**config.mk**
```make
export PLATFORM = sky130hd
export DESIGN_NAME = pmb_bus_master
export DESIGN_NICKNAME = d
export VERILOG_FILES = /design/src/rtl/pmb_pkg.sv /design/src/rtl/pmb_seq.sv /design/src/rtl/pmb_pads.sv /design/src/rtl/pmb_bus_master.sv
export SDC_FILE = /design/constraint.sdc
export NUM_CORES = 1
export LEC_CHECK = 0
export BUFFER_PORTS_ARGS = -buffer_cell sky130_fd_sc_hd__buf_4
export CELL_PAD_IN_SITES_DETAIL_PLACEMENT = 1
export CELL_PAD_IN_SITES_GLOBAL_PLACEMENT = 1
export CORE_ASPECT_RATIO = 0.7
export CORE_MARGIN = 10
export CORE_UTILIZATION = 35
export DETAILED_ROUTE_END_ITERATION = 10
export PLACE_DENSITY_LB_ADDON = 0.1
export SYNTH_ARGS = -nofsm -noshare
export SYNTH_HDL_FRONTEND = slang
export SYNTH_SLANG_ARGS = --single-unit
```
**constraint.sdc**
```tcl
create_clock -name clk -period 4.63 [get_ports clk]
set_input_delay 0.926 -clock clk [delete_from_list [all_inputs] [get_ports clk]]
set_output_delay 0.926 -clock clk [all_outputs]
set_load 0.005 [all_outputs]
```
**src/rtl/pmb_pkg.sv**
```systemverilog
package pmb_pkg;

  typedef enum logic [1:0] {
    OP_WRITE = 2'b00,
    OP_READ  = 2'b01,
    OP_BURST = 2'b10,
    OP_NOP   = 2'b11
  } pmb_op_e;

  typedef enum logic [2:0] {
    S_IDLE,
    S_W_DATA,
    S_W_ARM,
    S_W_PULSE,
    S_W_HOLD,
    S_R_OE,
    S_R_ADDR,
    S_R_WAIT
  } pmb_state_e;

  // strobe index order on the pad side
  localparam int CTL_CS = 0;
  localparam int CTL_OE = 1;
  localparam int CTL_WE = 2;
  localparam int NCTL   = 3;

  // number of words a read-type command transfers
  function automatic logic [31:0] words_for(input logic [1:0] op, input logic [31:0] count);
    case (pmb_op_e'(op))
      OP_READ:  return 32'd1;
      OP_BURST: return count;
      default:  return 32'd0;
    endcase
  endfunction

  // countdown load giving a write pulse of max(w,1) cycles
  function automatic logic [31:0] pulse_load(input logic [31:0] w);
    return (w == 32'd0) ? 32'd0 : w - 32'd1;
  endfunction

endpackage

```
**src/rtl/pmb_seq.sv**
```systemverilog
module pmb_seq
  import pmb_pkg::*;
#(
  parameter int ADDR_W = 21,
  parameter int DATA_W = 32,
  parameter int CNT_W  = 16,
  parameter int WAIT_W = 4
) (
  input  logic              clk,
  input  logic              rst_n,
  input  logic              cmd_valid,
  output logic              cmd_ready,
  input  logic [1:0]        cmd_op,
  input  logic [ADDR_W-1:0] cmd_addr,
  input  logic [DATA_W-1:0] cmd_wdata,
  input  logic [CNT_W-1:0]  cmd_count,
  input  logic [WAIT_W-1:0] we_wait,
  input  logic [WAIT_W-1:0] rd_wait,
  input  logic [DATA_W-1:0] data_in,
  output logic [ADDR_W-1:0] addr_q,
  output logic [DATA_W-1:0] dout_q,
  output logic              ddrv_q,
  output logic              oe_n_q,
  output logic              we_n_q,
  output logic              rsp_valid,
  output logic [DATA_W-1:0] rsp_data,
  output logic              rsp_last,
  output logic              addr_step,
  output logic              sample_evt
);

  pmb_state_e        state_q;
  logic [WAIT_W-1:0] cnt_q;
  logic [CNT_W-1:0]  remain_q;
  logic [ADDR_W-1:0] base_q;

  logic              cmd_fire;
  logic              cnt_zero;
  logic              last_word;
  logic [CNT_W-1:0]  req_words;
  logic [WAIT_W-1:0] we_load;

  assign cmd_ready  = (state_q == S_IDLE);
  assign cmd_fire   = cmd_valid && cmd_ready;
  assign cnt_zero   = (cnt_q == '0);
  assign last_word  = (remain_q == CNT_W'(1));
  assign sample_evt = (state_q == S_R_WAIT) && cnt_zero;
  assign addr_step  = sample_evt && !last_word;
  assign req_words  = CNT_W'(words_for(cmd_op, 32'(cmd_count)));
  assign we_load    = WAIT_W'(pulse_load(32'(we_wait)));

  always_ff @(posedge clk) begin
    if (!rst_n) begin
      state_q   <= S_IDLE;
      cnt_q     <= '0;
      remain_q  <= '0;
      base_q    <= '0;
      addr_q    <= '0;
      dout_q    <= '0;
      ddrv_q    <= 1'b0;
      oe_n_q    <= 1'b1;
      we_n_q    <= 1'b1;
      rsp_valid <= 1'b0;
      rsp_data  <= '0;
      rsp_last  <= 1'b0;
    end else begin
      rsp_valid <= 1'b0;
      rsp_last  <= 1'b0;
      case (state_q)
        S_IDLE: begin
          if (cmd_fire) begin
            if (pmb_op_e'(cmd_op) == OP_WRITE) begin
              addr_q  <= cmd_addr;
              dout_q  <= cmd_wdata;
              state_q <= S_W_DATA;
            end else if (req_words != '0) begin
              remain_q <= req_words;
              base_q   <= cmd_addr;
              ddrv_q   <= 1'b0;
              state_q  <= S_R_OE;
            end
          end
        end
        S_W_DATA: begin
          ddrv_q  <= 1'b1;
          state_q <= S_W_ARM;
        end
        S_W_ARM: begin
          we_n_q  <= 1'b0;
          cnt_q   <= we_load;
          state_q <= S_W_PULSE;
        end
        S_W_PULSE: begin
          if (cnt_zero) begin
            we_n_q  <= 1'b1;
            state_q <= S_W_HOLD;
          end else begin
            cnt_q <= cnt_q - 1'b1;
          end
        end
        S_W_HOLD: begin
          ddrv_q  <= 1'b0;
          state_q <= S_IDLE;
        end
        S_R_OE: begin
          oe_n_q  <= 1'b0;
          state_q <= S_R_ADDR;
        end
        S_R_ADDR: begin
          addr_q  <= base_q;
          cnt_q   <= rd_wait;
          state_q <= S_R_WAIT;
        end
        S_R_WAIT: begin
          if (sample_evt) begin
            rsp_valid <= 1'b1;
            rsp_data  <= data_in;
            rsp_last  <= last_word;
            if (last_word) begin
              oe_n_q  <= 1'b1;
              state_q <= S_IDLE;
            end else begin
              addr_q   <= addr_q + 1'b1;
              remain_q <= remain_q - 1'b1;
              cnt_q    <= rd_wait;
            end
          end else begin
            cnt_q <= cnt_q - 1'b1;
          end
        end
        default: state_q <= S_IDLE;
      endcase
    end
  end

endmodule

```
**src/rtl/pmb_pads.sv**
```systemverilog
module pmb_pads
  import pmb_pkg::*;
#(
  parameter int ADDR_W = 21,
  parameter int DATA_W = 32
) (
  input  logic              clk,
  input  logic              rst_n,
  input  logic [ADDR_W-1:0] addr_q,
  input  logic [DATA_W-1:0] dout_q,
  input  logic              ddrv_q,
  input  logic [NCTL-1:0]   ctl_q,
  input  logic [ADDR_W-1:0] addr_oe_mask,
  input  logic [DATA_W-1:0] data_oe_mask,
  input  logic [NCTL-1:0]   ctl_oe_mask,
  output logic [ADDR_W-1:0] mem_addr_o,
  output logic [ADDR_W-1:0] mem_addr_oe,
  input  logic [ADDR_W-1:0] mem_addr_i,
  output logic [DATA_W-1:0] mem_data_o,
  output logic [DATA_W-1:0] mem_data_oe,
  input  logic [DATA_W-1:0] mem_data_i,
  output logic [NCTL-1:0]   mem_ctl_o,
  output logic [NCTL-1:0]   mem_ctl_oe,
  input  logic [NCTL-1:0]   mem_ctl_i,
  output logic [ADDR_W-1:0] rb_addr,
  output logic [DATA_W-1:0] rb_data,
  output logic [NCTL-1:0]   rb_ctl
);

  // drive request of each pin group: address and strobes always, data while writing
  logic addr_req;
  assign addr_req = rst_n;

  assign mem_addr_o  = addr_q;
  assign mem_addr_oe = addr_oe_mask & {ADDR_W{addr_req}};
  assign mem_data_o  = dout_q;
  assign mem_data_oe = data_oe_mask & {DATA_W{ddrv_q}};

  always_ff @(posedge clk) begin
    if (!rst_n) begin
      rb_addr <= '0;
      rb_data <= '0;
    end else begin
      rb_addr <= mem_addr_i;
      rb_data <= mem_data_i;
    end
  end

  for (genvar g = 0; g < NCTL; g++) begin : g_ctl
    assign mem_ctl_o[g]  = ctl_q[g];
    assign mem_ctl_oe[g] = ctl_oe_mask[g] & addr_req;
    always_ff @(posedge clk) begin
      if (!rst_n) rb_ctl[g] <= 1'b1;
      else        rb_ctl[g] <= mem_ctl_i[g];
    end
  end

endmodule

```
**src/rtl/pmb_bus_master.sv**
```systemverilog
module pmb_bus_master
  import pmb_pkg::*;
#(
  parameter int ADDR_W = 21,
  parameter int DATA_W = 32,
  parameter int CNT_W  = 16,
  parameter int WAIT_W = 4
) (
  input  logic              clk,
  input  logic              rst_n,
  input  logic              cmd_valid,
  output logic              cmd_ready,
  input  logic [1:0]        cmd_op,
  input  logic [ADDR_W-1:0] cmd_addr,
  input  logic [DATA_W-1:0] cmd_wdata,
  input  logic [CNT_W-1:0]  cmd_count,
  input  logic [WAIT_W-1:0] we_wait,
  input  logic [WAIT_W-1:0] rd_wait,
  output logic              rsp_valid,
  output logic [DATA_W-1:0] rsp_data,
  output logic              rsp_last,
  input  logic [ADDR_W-1:0] addr_oe_mask,
  input  logic [DATA_W-1:0] data_oe_mask,
  input  logic [2:0]        ctl_oe_mask,
  output logic [ADDR_W-1:0] mem_addr_o,
  output logic [ADDR_W-1:0] mem_addr_oe,
  input  logic [ADDR_W-1:0] mem_addr_i,
  output logic [DATA_W-1:0] mem_data_o,
  output logic [DATA_W-1:0] mem_data_oe,
  input  logic [DATA_W-1:0] mem_data_i,
  output logic              mem_cs_n_o,
  output logic              mem_oe_n_o,
  output logic              mem_we_n_o,
  output logic [2:0]        mem_ctl_oe,
  input  logic [2:0]        mem_ctl_i,
  output logic [ADDR_W-1:0] rb_addr,
  output logic [DATA_W-1:0] rb_data,
  output logic [2:0]        rb_ctl
);

  localparam logic CS_ACTIVE = 1'b0;

  logic [ADDR_W-1:0] addr_q;
  logic [DATA_W-1:0] dout_q;
  logic              ddrv_q;
  logic              oe_n_q;
  logic              we_n_q;
  logic              addr_step;
  logic              sample_evt;
  logic [NCTL-1:0]   ctl_q;
  logic [NCTL-1:0]   ctl_pad_o;

  pmb_seq #(
    .ADDR_W(ADDR_W), .DATA_W(DATA_W), .CNT_W(CNT_W), .WAIT_W(WAIT_W)
  ) u_seq (
    .clk       (clk),
    .rst_n     (rst_n),
    .cmd_valid (cmd_valid),
    .cmd_ready (cmd_ready),
    .cmd_op    (cmd_op),
    .cmd_addr  (cmd_addr),
    .cmd_wdata (cmd_wdata),
    .cmd_count (cmd_count),
    .we_wait   (we_wait),
    .rd_wait   (rd_wait),
    .data_in   (mem_data_i),
    .addr_q    (addr_q),
    .dout_q    (dout_q),
    .ddrv_q    (ddrv_q),
    .oe_n_q    (oe_n_q),
    .we_n_q    (we_n_q),
    .rsp_valid (rsp_valid),
    .rsp_data  (rsp_data),
    .rsp_last  (rsp_last),
    .addr_step (addr_step),
    .sample_evt(sample_evt)
  );

  always_comb begin
    ctl_q         = '1;
    ctl_q[CTL_CS] = CS_ACTIVE;
    ctl_q[CTL_OE] = oe_n_q;
    ctl_q[CTL_WE] = we_n_q;
  end

  pmb_pads #(
    .ADDR_W(ADDR_W), .DATA_W(DATA_W)
  ) u_pads (
    .clk         (clk),
    .rst_n       (rst_n),
    .addr_q      (addr_q),
    .dout_q      (dout_q),
    .ddrv_q      (ddrv_q),
    .ctl_q       (ctl_q),
    .addr_oe_mask(addr_oe_mask),
    .data_oe_mask(data_oe_mask),
    .ctl_oe_mask (ctl_oe_mask),
    .mem_addr_o  (mem_addr_o),
    .mem_addr_oe (mem_addr_oe),
    .mem_addr_i  (mem_addr_i),
    .mem_data_o  (mem_data_o),
    .mem_data_oe (mem_data_oe),
    .mem_data_i  (mem_data_i),
    .mem_ctl_o   (ctl_pad_o),
    .mem_ctl_oe  (mem_ctl_oe),
    .mem_ctl_i   (mem_ctl_i),
    .rb_addr     (rb_addr),
    .rb_data     (rb_data),
    .rb_ctl      (rb_ctl)
  );

  assign mem_cs_n_o = ctl_pad_o[CTL_CS];
  assign mem_oe_n_o = ctl_pad_o[CTL_OE];
  assign mem_we_n_o = ctl_pad_o[CTL_WE];

endmodule

```
==> Flow_metrics.wiki <==
{| class="wikitable"
! Metric !! Value
|-
| Run status || completed
|-
| Leakage Power || roughly 5.4 nW
|-
| Worst hold stages || 2
|-
| DP HPWL || approximately 28000 µm
|-
| DRC violation count after routing || 0
|-
| Final GP Congestion || 0.861
|-
| Number of clock sinks || 190
|-
| Cell breakdown of the critical path || ha_1 > and2_1 > and2_1 > a221o_1 > o21ai_0 > o221a_2
|-
| Synthesized area per cell || approximately 8.3 µm²
|-
| CP Launch Type || flop
|-
| Post-route setup slack || between 1500 and 2000 ps
|-
| Number of flops mapped to enable cells by yosys || 0
|-
| Category of the most critical setup path || reg2reg
|-
| Data arrival at the endpoint of the critical path || 3200 ps
|-
| Count of input and output buffers || between 300 and 400
|-
| Clk_lat worst skew || 440 ps
|-
| Number of global-route vias before repair || about 8500
|-
| Power density over cell area || around 400 nW/µm²
|-
| Largest family of logic cells by synthesized area || simple AND/OR/NAND/NOR gates
|-
| First-pass GRT wire length || roughly 54000 µm
|-
| Number of H-tree levels || 4
|-
| Terminus of the critical flop-to-flop path || u_seq.addr_q[6]
|-
| Number of rows created at floorplan || 47
|-
| Worst relative slew slack || between 20% and 30%
|-
| Horizontal extent of the die || ~200 µm
|-
| Final number of max-transition violations || 0
|-
| Gate count of the mapped netlist || roughly 1000
|-
| Commonest non-fill, non-tap cells in the layout || 407 x sky130_fd_sc_hd__buf_4, 190 x sky130_fd_sc_hd__dfxtp_1, 163 x sky130_fd_sc_hd__nand2_1
|-
| Start point of the critical path || u_seq.state_q[0]
|-
| PostCTS Resize Cnt || 0
|-
| Number of inserted filler cells in the final layout || 2851
|-
| Final hold viol count || 0
|-
| Dominant synthesized flop cell || sky130_fd_sc_hd__dfxtp_1
|-
| Post-cts hold buffer count || 0
|-
| Core region area || 23600 µm²
|-
| Clock slew seen by the registers of the worst setup and hold paths || 70 ps
|-
| Initial antenna violation count || 1
|-
| Largest net degree at the start of global routing || between 80 and 90
|-
| Starting density of the core || between 30% and 40%
|-
| Synth Area in Simple Gates || a little over a quarter
|-
| Setup clock skew after layout || around 16 ps
|-
| Worst Max-Slew Pin Slew || approximately 1100 ps
|-
| Average via count per standard cell || 5.10
|-
| Die area || about 30000 µm²
|-
| Setup repair after global routing missed its margin || no
|-
| Synth cell types || between 60 and 70
|-
| Setup TNS after final layout || 0 ps
|-
| Worst Setup End Kind || flop
|-
| Number of antenna cells inserted || 0
|-
| Async set or reset register ratio after synthesis || 0%
|-
| Fraction of the mapped netlist area in compound gates || a little under a fifth
|-
| Setup-failing EPs final || 0
|-
| Drt first-iter violations || approximately 400
|-
| Pre-CTS worst setup slack || around 1400 ps
|-
| Root cell of the clock tree || sky130_fd_sc_hd__clkbuf_16
|-
| Number of detailed-routing iterations run before antenna repair || 4
|-
| Dominant cell type by count on the critical path || sky130_fd_sc_hd__and2_1
|-
| Synthesis warning total || 0
|-
| Aggregate global routing overflow || 0
|-
| Peak supply drop || roughly 0.27 mV
|-
| Total global routing track utilization || about 22%
|-
| Post-Synth Adder-Cell Area || approximately 2%
|-
| Nets || 1563
|-
| Proportion of synthesized chip area in sequential cells || about 45%
|-
| Slowest library cell on the worst path || sky130_fd_sc_hd__a221o_1
|-
| Net count after synthesis || between 1000 and 1500
|-
| Final clock period utilization by the worst path || between 60% and 70%
|-
| Reg-to-Reg Start || u_seq.state_q[0]
|-
| Clock tree from TritonCTS || yes
|-
| Number of antenna-violating nets in the routed design || 0
|-
| Multiplexer share of the synthesized area || 2.76%
|-
| Number of setup buffers added after CTS || 0
|-
| Worst hold start || u_seq.dout_q[11]
|-
| Xor/xnor share of the synthesized area || less than 1%
|-
| Shortest period the worst path allows || ~2900 ps
|-
| Maximum root-to-sink buffer count || 2
|-
| Cell area after synthesis || between 8000 and 9000 µm²
|-
| Path type of the worst min-delay path || reg2reg
|-
| Signed area change from the synthesized netlist to the final layout || 44.6%
|-
| Required time reported for the critical path endpoint || 4950 ps
|-
| Sink of the worst hold path || u_seq.dout_q[11]
|-
| Internal reg-to-reg setup slack || 1750 ps
|-
| Sum of routed wire length over all layers || about 36000 µm
|-
| Fmax || around 350 MHz
|-
| Fraction of final layout cells with drive strength greater than 1 || 33.1%
|-
| Most common cell after layout, fill and taps aside || sky130_fd_sc_hd__buf_4
|-
| Max-Cap Viols || 0
|-
| Number of cell instances on the worst register-to-register path || 6
|-
| Height of the die || about 150 µm
|-
| Avg WL per Cell || roughly 22 µm
|-
| Top Ports || 397
|-
| Total vias in the final route || 8597
|-
| Number of storage elements in the synthesis netlist || 190
|-
| Highest net fanout along the worst path || 24
|-
| Number of buffers created by CTS || 17
|-
| Largest stage delay on the critical path || roughly 760 ps
|}
-- worst max-delay path by stage --
stage / end / slack (ps) / cells after the start
2_1_floorplan: u_seq.remain_q[13] / 1790 / 11
3_3_place_gp: u_seq.base_q[4] / 1430 / 7
3_5_place_dp: u_seq.base_q[16] / 1380 / 7
4_1_cts: u_seq.addr_q[6] / 1770 / 6
5_1_grt: u_seq.remain_q[15] / 1500 / 6
6_report: u_seq.addr_q[6] / 1750 / 6
-- per-stage QoR --
stage               total power (W)  hold WS (ps)  util, %  area [µm²]  instances
global placement            0.00338           442     48.9       11500       1655
CTS                         0.00488           457     51.3       12100       1687
floorplan                   0.00273           452        -        8380       1005
finish                      0.00482           454     51.3       12100       1687
global route                0.00511           471     51.3       12100       1687
detailed placement          0.00342           447     48.9       11500       1655
-- area by class of cell --
cell class / instances / area (µm²) / share of cell area, %
timing repair buffer: 407 / 3060 / 25.2
clock buffer: 21 / 460 / 3.80
clock inverter: 11 / 110 / 0.909
multi-input combinational: 726 / 4230 / 34.9
tap: 318 / 398 / 3.29
sequential: 190 / 3800 / 31.4
inverter: 14 / 55.1 / 0.455
-- critical path: cells and delay by family, from the launching register on --
family / cells / cell delay (ps)
adders and majority gates: 1 / 610
AOI/OAI and AO/OA: 3 / 1240
and+or+nand+nor: 2 / 470
DFF: 1 / 440
-- metal layers --
layer	part of all wire [%]	wire length (µm)	vias up	GRT usage, %
met5	0.036	13	-	0
met3	7.8	2820	31	7.62
met4	1.7	632	2	5.97
met1	42	15200	4110	26.8
met2	49	17800	269	37.8
li1	-	-	4185	-
-- report_power, final --
part           leakage (nW)  switching (W)  internal [W]  total (W)
combinational          3.57       0.000729      0.000662    0.00139
clock                 0.276       0.000673      0.000778    0.00145
sequential             1.55       0.000192       0.00179    0.00198
-- Yosys cell counts (8+ instances only) --
master,n,area (µm²)
sky130_fd_sc_hd__mux2i_1,22,220
sky130_fd_sc_hd__ha_1,13,163
sky130_fd_sc_hd__nand3_1,13,65.1
sky130_fd_sc_hd__nor2_1,50,188
sky130_fd_sc_hd__a22o_1,10,87.6
sky130_fd_sc_hd__and3_1,12,75.1
sky130_fd_sc_hd__nor4_1,8,50.1
sky130_fd_sc_hd__clkbuf_1,63,236
sky130_fd_sc_hd__dfxtp_1,190,3800
sky130_fd_sc_hd__nor3_1,27,135
sky130_fd_sc_hd__inv_1,13,48.8
sky130_fd_sc_hd__o32ai_1,9,78.8
sky130_fd_sc_hd__a31oi_1,14,87.6
sky130_fd_sc_hd__nand2_1,163,612
sky130_fd_sc_hd__o21ai_0,41,205
sky130_fd_sc_hd__a21oi_1,108,541
sky130_fd_sc_hd__and2_1,115,719
-- sequential cells by signal, indices dropped and copies added, names as in the netlist --
name,flops
u_seq.state_q,3
u_seq.remain_q,16
u_seq.cnt_q,4
u_seq.base_q,21
u_seq.oe_n_q,1
u_seq.rsp_valid,1
u_pads.rb_ctl,3
u_seq.ddrv_q,1
u_seq.dout_q,32
u_seq.rsp_data,32
u_pads.rb_data,32
u_seq.we_n_q,1
u_seq.rsp_last,1
u_pads.rb_addr,21
u_seq.addr_q,21
-- logic make-up (layout without fill, tap and decap cells) --
group | Yosys count | in the layout
AOI/OAI and AO/OA | 246 | 246
xor gates and xnor gates | 6 | 6
adders and majority gates | 13 | 13
buffers and inverters | 89 | 453
DFF | 190 | 190
muxes | 23 | 23
other | 1 | 1
and+or+nand+nor | 437 | 437
Note: power is estimated with default switching activity, not from simulation.
